## config.mk

```make
export PLATFORM = sky130hd
export DESIGN_NAME = ptp_evt_classifier
export DESIGN_NICKNAME = d
export VERILOG_FILES = /design/src/rtl/ptp_cls_pkg.sv /design/src/rtl/ptp_l2_match.sv /design/src/rtl/ptp_l4_match.sv /design/src/rtl/ptp_mode_select.sv /design/src/rtl/ptp_evt_classifier.sv
export SDC_FILE = /design/constraint.sdc
export NUM_CORES = 1
export LEC_CHECK = 0
export ABC_AREA = 1
export ABC_CLOCK_PERIOD_IN_PS = 870
export BUFFER_PORTS_ARGS = -buffer_cell sky130_fd_sc_hd__buf_4
export CORE_UTILIZATION = 25
export DETAILED_ROUTE_END_ITERATION = 8
export GPL_ROUTABILITY_DRIVEN = 0
export GPL_TIMING_DRIVEN = 0
export PLACE_DENSITY_LB_ADDON = 0.08
export SLEW_MARGIN = 20
export SYNTH_ARGS = -nofsm -noshare
export SYNTH_HDL_FRONTEND = slang
export SYNTH_SLANG_ARGS = --single-unit
```

## constraint.sdc

```tcl
create_clock -name clk -period 0.87 [get_ports clk]
set_input_delay 0.1305 -clock clk [delete_from_list [all_inputs] [get_ports clk]]
set_output_delay 0.1305 -clock clk [all_outputs]
set_load 0.005 [all_outputs]
```

## src/rtl/ptp_cls_pkg.sv

```systemverilog
package ptp_cls_pkg;

  typedef enum logic [1:0] {
    CLS_OFF    = 2'd0,
    CLS_V1_L4  = 2'd1,
    CLS_V2_EVT = 2'd2,
    CLS_ALL    = 2'd3
  } cls_mode_e;

  // Event messages occupy the low message-type codes.
  function automatic logic msg_is_event(input logic [3:0] msg, input logic [3:0] max_evt);
    return msg <= max_evt;
  endfunction

  // v1 selector to message-type code: 0 -> Sync (0), 1 -> Delay_Req (1).
  function automatic logic [3:0] v1_code(input logic sel);
    return sel ? 4'd1 : 4'd0;
  endfunction

endpackage

```

## src/rtl/ptp_l2_match.sv

```systemverilog
module ptp_l2_match #(
  parameter int          ETYPE_W   = 16,
  parameter logic [15:0] PTP_ETYPE = 16'h88F7
) (
  input  logic [ETYPE_W-1:0] eth_type,
  input  logic               filt_en,
  input  logic               ts_en,
  output logic               hit
);
  localparam logic [ETYPE_W-1:0] KEY = ETYPE_W'(PTP_ETYPE);

  function automatic logic l2_eval(input logic [ETYPE_W-1:0] et, input logic fe, input logic te);
    return (et == KEY) && fe && te;
  endfunction

  assign hit = l2_eval(eth_type, filt_en, ts_en);
endmodule

```

## src/rtl/ptp_l4_match.sv

```systemverilog
module ptp_l4_match #(
  parameter int          ETYPE_W   = 16,
  parameter int          PROTO_W   = 8,
  parameter int          PORT_W    = 16,
  parameter logic [15:0] IP_ETYPE  = 16'h0800,
  parameter int          UDP_PROTO = 17,
  parameter int          EVT_PORT  = 319
) (
  input  logic [ETYPE_W-1:0] eth_type,
  input  logic [PROTO_W-1:0] ip_proto,
  input  logic [PORT_W-1:0]  udp_src,
  input  logic [PORT_W-1:0]  udp_dst,
  input  logic               src_chk,
  output logic               dst_ok,
  output logic               src_ok,
  output logic               hit
);
  localparam logic [ETYPE_W-1:0] IPK   = ETYPE_W'(IP_ETYPE);
  localparam logic [PROTO_W-1:0] PROTK = PROTO_W'(UDP_PROTO);
  localparam logic [PORT_W-1:0]  PORTK = PORT_W'(EVT_PORT);

  function automatic logic port_eq(input logic [PORT_W-1:0] p);
    return p == PORTK;
  endfunction

  logic carrier_ok;
  assign carrier_ok = (eth_type == IPK) && (ip_proto == PROTK);
  assign dst_ok     = port_eq(udp_dst);
  // Source port masked unless the check is switched on.
  assign src_ok     = !src_chk || port_eq(udp_src);
  assign hit        = carrier_ok && dst_ok && src_ok;
endmodule

```

## src/rtl/ptp_mode_select.sv

```systemverilog
module ptp_mode_select
  import ptp_cls_pkg::*;
#(
  parameter int VER_W   = 4,
  parameter int MSG_W   = 4,
  parameter int V1_VER  = 1,
  parameter int V2_VER  = 2,
  parameter int MAX_EVT = 3
) (
  input  cls_mode_e          mode,
  input  logic [VER_W-1:0]   ver,
  input  logic [MSG_W-1:0]   msg,
  input  logic               v1_sel,
  input  logic               l2_hit,
  input  logic               l4_hit,
  output logic               is_event,
  output logic               take
);
  localparam logic [VER_W-1:0] V1K = VER_W'(V1_VER);
  localparam logic [VER_W-1:0] V2K = VER_W'(V2_VER);

  assign is_event = msg_is_event(4'(msg), 4'(MAX_EVT));

  always_comb begin
    take = 1'b0;
    unique case (mode)
      CLS_OFF:    take = 1'b0;
      CLS_V1_L4:  take = l4_hit && (ver == V1K) && (4'(msg) == v1_code(v1_sel));
      CLS_V2_EVT: take = (l2_hit || l4_hit) && (ver == V2K) && is_event;
      CLS_ALL:    take = 1'b1;
      default:    take = 1'b0;
    endcase
  end
endmodule

```

## src/rtl/ptp_evt_classifier.sv

```systemverilog
module ptp_evt_classifier
  import ptp_cls_pkg::*;
#(
  parameter int          ETYPE_W   = 16,
  parameter int          PROTO_W   = 8,
  parameter int          PORT_W    = 16,
  parameter int          VER_W     = 4,
  parameter int          MSG_W     = 4,
  parameter logic [15:0] PTP_ETYPE = 16'h88F7,
  parameter logic [15:0] IP_ETYPE  = 16'h0800,
  parameter int          UDP_PROTO = 17,
  parameter int          EVT_PORT  = 319
) (
  input  logic               clk,
  input  logic               rst_n,
  input  logic [1:0]         cfg_mode,
  input  logic               cfg_v1_sel,
  input  logic               cfg_l2_filt_en,
  input  logic               cfg_l2_ts_en,
  input  logic               cfg_src_chk,
  input  logic               hdr_valid,
  input  logic [ETYPE_W-1:0] eth_type,
  input  logic [PROTO_W-1:0] ip_proto,
  input  logic [PORT_W-1:0]  udp_src,
  input  logic [PORT_W-1:0]  udp_dst,
  input  logic [VER_W-1:0]   ptp_ver,
  input  logic [MSG_W-1:0]   ptp_msg,
  output logic               stamp_req
);
  cls_mode_e mode_q;
  logic l2_hit, l4_hit, l4_dst_ok, l4_src_ok, evt_msg, take;

  assign mode_q = cls_mode_e'(cfg_mode);

  ptp_l2_match #(.ETYPE_W(ETYPE_W), .PTP_ETYPE(PTP_ETYPE)) u_l2 (
    .eth_type (eth_type),
    .filt_en  (cfg_l2_filt_en),
    .ts_en    (cfg_l2_ts_en),
    .hit      (l2_hit)
  );

  ptp_l4_match #(
    .ETYPE_W(ETYPE_W), .PROTO_W(PROTO_W), .PORT_W(PORT_W),
    .IP_ETYPE(IP_ETYPE), .UDP_PROTO(UDP_PROTO), .EVT_PORT(EVT_PORT)
  ) u_l4 (
    .eth_type (eth_type),
    .ip_proto (ip_proto),
    .udp_src  (udp_src),
    .udp_dst  (udp_dst),
    .src_chk  (cfg_src_chk),
    .dst_ok   (l4_dst_ok),
    .src_ok   (l4_src_ok),
    .hit      (l4_hit)
  );

  ptp_mode_select #(.VER_W(VER_W), .MSG_W(MSG_W)) u_sel (
    .mode     (mode_q),
    .ver      (ptp_ver),
    .msg      (ptp_msg),
    .v1_sel   (cfg_v1_sel),
    .l2_hit   (l2_hit),
    .l4_hit   (l4_hit),
    .is_event (evt_msg),
    .take     (take)
  );

  always_ff @(posedge clk) begin
    if (!rst_n) stamp_req <= 1'b0;
    else        stamp_req <= hdr_valid && take;
  end
endmodule

```

==> reports/metrics.cfg, run 1 <==
[timing]
fin_crit_sh=1.18
slew_viol_final=0
maxSlewHeadroom=0.878
rsz0062_at_grt=yes
finalWorstSetupSlack_ns=-0.159
max_freq_mhz=972
min_period_ns=1.03
tightest_slew_ns=0.182
worst_hold_slack_ns=0.375
final-hold-violation-count=0
setup_viol=1

[worst_hold_path]
hold_class=in2reg
holdCritStartpoint=cfg_mode[0]
min_to=stamp_req$_SDFF_PN0_
hold-path-cell-count=3

[worst_setup_path]
path_max_fanout=2
slowest_stage=nor2_2
slowest_delay_ns=0.13
crit_buf_inv=2
worstPathCellList=buf_4 -> inv_1 -> nand2_1 -> nor2_2 -> nand3_1 -> nor2_2 -> nand4_1 -> nand2_1 -> nand2_1 -> nor2_1
worstSetupStartpointType=primary input
path_common_cell=nand2_1
critical_path_class=in2reg
cp_data_required_time_ns=0.80
cp.arrival_ns=0.96
end_kind=register
cpLargestDelayFamily=simple AND/OR/NAND/NOR gates

[layout]
n_antenna_cell=0
biggestRegsByFlops=stamp_req x1
syn_to_final_growth_pct=155
largest_reg_flops=1
final_common_cell=buf_4
drive_gt1_frac=0.540
top_register=stamp_req
final_area_um2=1020
final_nets=238
finalCoreUtilization=0.674
final_cell_mix=70 x buf_4, 24 x nor2_1, 24 x nand2_1, 14 x inv_1, 8 x nor2_2

[drt]
drt_iter0_drc=14
drc=0
wl_mm=1.47
viasPerCell=4.40
antenna_left=0
drtPass1Iterations=4
num_vias=787
wire_per_inst_um=8.20

[synth]
ys_seq_area_frac=0.0502
synth_top_area_frac=0.273
yosysWarnings=0
avgSynthCellArea_um2=4.54
synth.area.top_cells=nor2_1 27%, nand2_1 24%, inv_1 15%
yosys_register_bits=1
syn_nets=161
syn_area_um2=399
yosys.area.top_type=nor2_1
synthCells=88
synth_cell_types=12

[global_route]
grt_max_degree=3
grt_pass1_vias=741
antenna_found_initial=0
grt_pass1_wl_mm=2.45
grt_usage=0.163
grt-ovfl-total=0

[status]
status=complete, but fails checks
failed_checks=negative setup slack

[floorplan]
ios=74
initial_core_util=0.265
core_area_um2=1510
design.die.area_um2=1760
num_rows=14
die_h_um=42.0
die_x_um=42.0

[clock_network]
holdBufCountCts=0
clk_pin_slew_worst_paths_ns=0

[power_and_ir_drop]
ir_worst_vdd_v=0.000210
powerDensity_nw_per_um2=389
power_leakage_uw=0.000592

[placed_design]
hpwl_mm=1.33
port_buffers=73
place_area_um2=967

[job]
maxCapViolCount=0

[tightest hold or removal path: stages]
cell and delay (ns):
buf_4 0.08, a21oi_1 0.03, nor2_1 0.09
[Yosys cell counts]
master / count
nor2_1: 29
nand2_1: 25
inv_1: 16
nand4_1: 5
nand3_1: 3
nor2_2: 3
nor3b_1: 2
a21oi_1: 1
dfxtp_1: 1
nand4_2: 1
nor3_2: 1
xor2_1: 1
[where the power goes]
group          switching [uW]  internal (uW)  total (uW)
Sequential              0.257           48.0        48.3
Combinational            97.9            249         346
Clock                       0              0           0
[routing by layer]
| metal | wire, um | track usage | vias to the layer above |
|---|---|---|---|
| li1 | - | - | 417 |
| met1 | 469 | 0.148 | 328 |
| met2 | 825 | 0.359 | 42 |
| met3 | 172 | 0.0304 | 0 |
| met4 | 0 | 0.0258 | 0 |
| met5 | 0 | 0 | - |
[what timing repair did]
item	in CTS	in global routing
endpoints found under the setup margin	1	1
gates resized for setup	9	4
pin swaps	10	1
setup buffers	2	0
[metrics by stage]
step	instances	power, uW	setup TNS (ns)	setup slack (ns)
after global placement	177	369	-0.157	-0.157
after global routing	179	429	-0.272	-0.272
final	179	395	-0.159	-0.159
after floorplan	88	118	0	0.0611
after CTS	179	393	-0.163	-0.163
after detailed placement	177	378	-0.187	-0.187
[cell families (layout without fill, tap and decap cells)]
family,count (synthesis),after routing,share of synthesized area
AO/OA/AOI/OAI,1,1,0.0125
AND/OR/NAND/NOR,69,69,0.765
flip-flops,1,1,0.0502
buffers and inverters,16,91,0.150
XOR/XNOR,1,1,0.0219
[worst max path at each step]
stage,start,endpoint,slack (ns),cells past startpoint
floorplan,eth_type[10],stamp_req$_SDFF_PN0_,0.06,9
global placement,eth_type[10],stamp_req$_SDFF_PN0_,-0.16,10
detailed placement,eth_type[10],stamp_req$_SDFF_PN0_,-0.19,10
CTS,eth_type[8],stamp_req$_SDFF_PN0_,-0.16,10
global route,ip_proto[0],stamp_req$_SDFF_PN0_,-0.27,11
finish,eth_type[10],stamp_req$_SDFF_PN0_,-0.16,10
[cell type report]
cell class                 instances  area (um^2)
timing repair buffer              75          582
multi-input combinational         71          334
inverter                          16         60.1
tap                               16         20.0
sequential                         1         20.0
fill                             137          490
No activity file was read; power rests on OpenSTA's default activity.
==> run 2, diff against run 1 <==
--- a/config.mk
+++ b/config.mk
@@ -8,7 +8,7 @@
 export ABC_AREA = 1
 export ABC_CLOCK_PERIOD_IN_PS = 870
 export BUFFER_PORTS_ARGS = -buffer_cell sky130_fd_sc_hd__buf_4
-export CORE_UTILIZATION = 25
+export CORE_UTILIZATION = 31
 export DETAILED_ROUTE_END_ITERATION = 8
 export GPL_ROUTABILITY_DRIVEN = 0
 export GPL_TIMING_DRIVEN = 0
@@ -16,4 +16,5 @@
 export SLEW_MARGIN = 20
 export SYNTH_ARGS = -nofsm -noshare
 export SYNTH_HDL_FRONTEND = slang
+export SYNTH_HIERARCHICAL = 1
 export SYNTH_SLANG_ARGS = --single-unit
==> reports/metrics.cfg, run 2 <==
[clock_network]
clk_pin_slew_worst_paths_ns=0  ; unchanged
holdBufCountCts=0  ; unchanged

[layout]
biggestRegsByFlops=stamp_req x1
final_common_cell=buf_4
multi_input_area_um2=390  ; +17%
fin_cells=230  ; +28%
final_cell_mix=70 x buf_4, 43 x nand2_1, 37 x inv_1, 30 x nor2_1, 7 x nor2_2
top_register=stamp_req
n_antenna_cell=0  ; unchanged
register_area_um2=20.0  ; unchanged
fillerInstances=144  ; +5.1%
final_nets=281  ; +18%
largest_reg_flops=1  ; unchanged
drive_gt1_frac=0.437  ; -0.103
syn_to_final_growth_pct=108

[worst_hold_path]
hold_class=in2reg

[timing]
min_period_ns=1.30  ; +0.267 ns
tightest_slew_ns=0.132  ; -0.0508 ns
setup_viol=1  ; unchanged
worst_hold_slack_ns=0.354  ; -0.0214 ns
slew_viol_final=0  ; unchanged
fin_crit_sh=1.49  ; +0.307
final-hold-violation-count=0  ; unchanged
max_freq_mhz=772  ; -21%
rsz0062_at_grt=yes
finalWorstSetupSlack_ns=-0.426  ; -0.267 ns
maxSlewHeadroom=0.912  ; +0.0340

[drt]
antenna_left=0  ; unchanged
drtPass1Iterations=4  ; unchanged
viasPerCell=3.99  ; -9.2%
wire_per_inst_um=7.00  ; -15%
num_vias=918  ; +17%
wl_mm=1.61  ; +9.6%
drt_iter0_drc=8  ; -6
drc=0  ; unchanged

[global_route]
grt_usage=0.170  ; +0.00691
antenna_found_initial=0  ; unchanged
grt_max_degree=4  ; +1
grt_pass1_vias=855  ; +15%
grt_pass1_wl_mm=2.73  ; +12%
grt-ovfl-total=0  ; unchanged

[placed_design]
hpwl_mm=1.52  ; +14%
port_buffers=73  ; unchanged
post-place-ws_ns=-0.457  ; -0.270 ns
placed_cells=230  ; +30%

[floorplan]
num_rows=14  ; unchanged
core_area_um2=1590  ; +5.8%
initial_core_util=0.351  ; +0.0859
die_x_um=44.5  ; +6.0%
design.die.area_um2=1980  ; +12%
ios=74  ; unchanged
die_h_um=44.5  ; +6.0%

[status]
failed_checks=negative setup slack
status=complete, but fails checks

[worst_setup_path]
critical_path_class=in2reg
cp.arrival_ns=1.23  ; +0.27 ns
end_kind=register
worstSetupStartpointType=primary input
path_max_fanout=2  ; unchanged
cp_data_required_time_ns=0.81  ; about the same

[synth]
syn_area_um2=559  ; +40%
avgSynthCellArea_um2=4.21  ; -7.3%
synthCells=133  ; +51%
syn_nets=206  ; +28%
yosysWarnings=6  ; +6

[power_and_ir_drop]
switchingPower_uw=123  ; +25%
pwr-share-seq=0.113  ; -0.009
switching_share=0.286  ; +0.0373
clock_power_share=0  ; unchanged
power.total_uw=429  ; +8.7%
power.internal_uw=306  ; +3.3%
pwr-share-comb=0.887  ; +0.009
ir_worst_vdd_v=0.000196  ; -6.6%
power_leakage_uw=0.000752  ; +27%
powerDensity_nw_per_um2=370  ; -4.9%

[job]
maxCapViolCount=0  ; unchanged

## run 2: cell count changes in the layout (fill, tap and decap cells not counted), sizes merged, moves of 2 or more
cell   delta
inv      +27
nor2      +5
nand4     -5
nor3b     -2
nand3     +3
nand2    +19
buf       -2
## run 2: routing by layer
layer	wire [um]	up-vias	track usage	share of wire
met4	0	0	0.0121	0
met3	182	0	0.0245	0.11
met2	845	49	0.388	0.53
met1	581	358	0.155	0.36
li1	-	511	-	-
met5	0	-	0	0
## run 2: timing repair
action,CTS,global route
setup buffers,0,0
cloned,0,0
gates resized for setup,8,5
pin swaps,0,3
hold endpoints to repair,0,0
setup endpoints to repair,1,1
## run 2: per-stage QoR
stage | instance area [um^2] | setup TNS [ns] | utilization
after floorplan | 559 | -0.209 | -
after global placement | 1140 | -0.434 | 0.714
after detailed placement | 1140 | -0.457 | 0.714
after CTS | 1150 | -0.436 | 0.721
after global routing | 1160 | -0.609 | 0.728
final | 1160 | -0.426 | 0.728
## run 2: worst max-delay path: stages
cell and delay [ns]:
buf_4 0.12, inv_2 0.04, nand2_1 0.04, nor2_1 0.09, nand2_1 0.07, nor2_2 0.12, nand3_2 0.08, nor2_2 0.12
nand2_1 0.05, inv_1 0.04, nand2_1 0.05, nor2_2 0.07, nand2_1 0.06, nand3_2 0.06, nand2_2 0.05, nor2_2 0.06
## run 2: path summary, 6_finish.rpt
| check | cells after the start | to | slack (ns) | startpoint |
|---|---|---|---|---|
| max | 16 | stamp_req$_SDFF_PN0_ | -0.43 | eth_type[12] |
| min | 3 | stamp_req$_SDFF_PN0_ | 0.35 | hdr_valid |
## run 2: power groups by stage
stage	Clock, uW	Combinational (uW)	Sequential, uW
floorplan	0	103	48.5
global placement	0	361	48.3
detailed placement	0	374	48.4
CTS	0	382	48.4
global route	0	429	48.4
finish	0	381	48.3
## run 2: area by class of cell
type,count,share of cell area
well taps,24,0.0259
inverters,43,0.139
flip-flops and latches,1,0.0172
multi-input cells,89,0.336
repair buffers,73,0.482
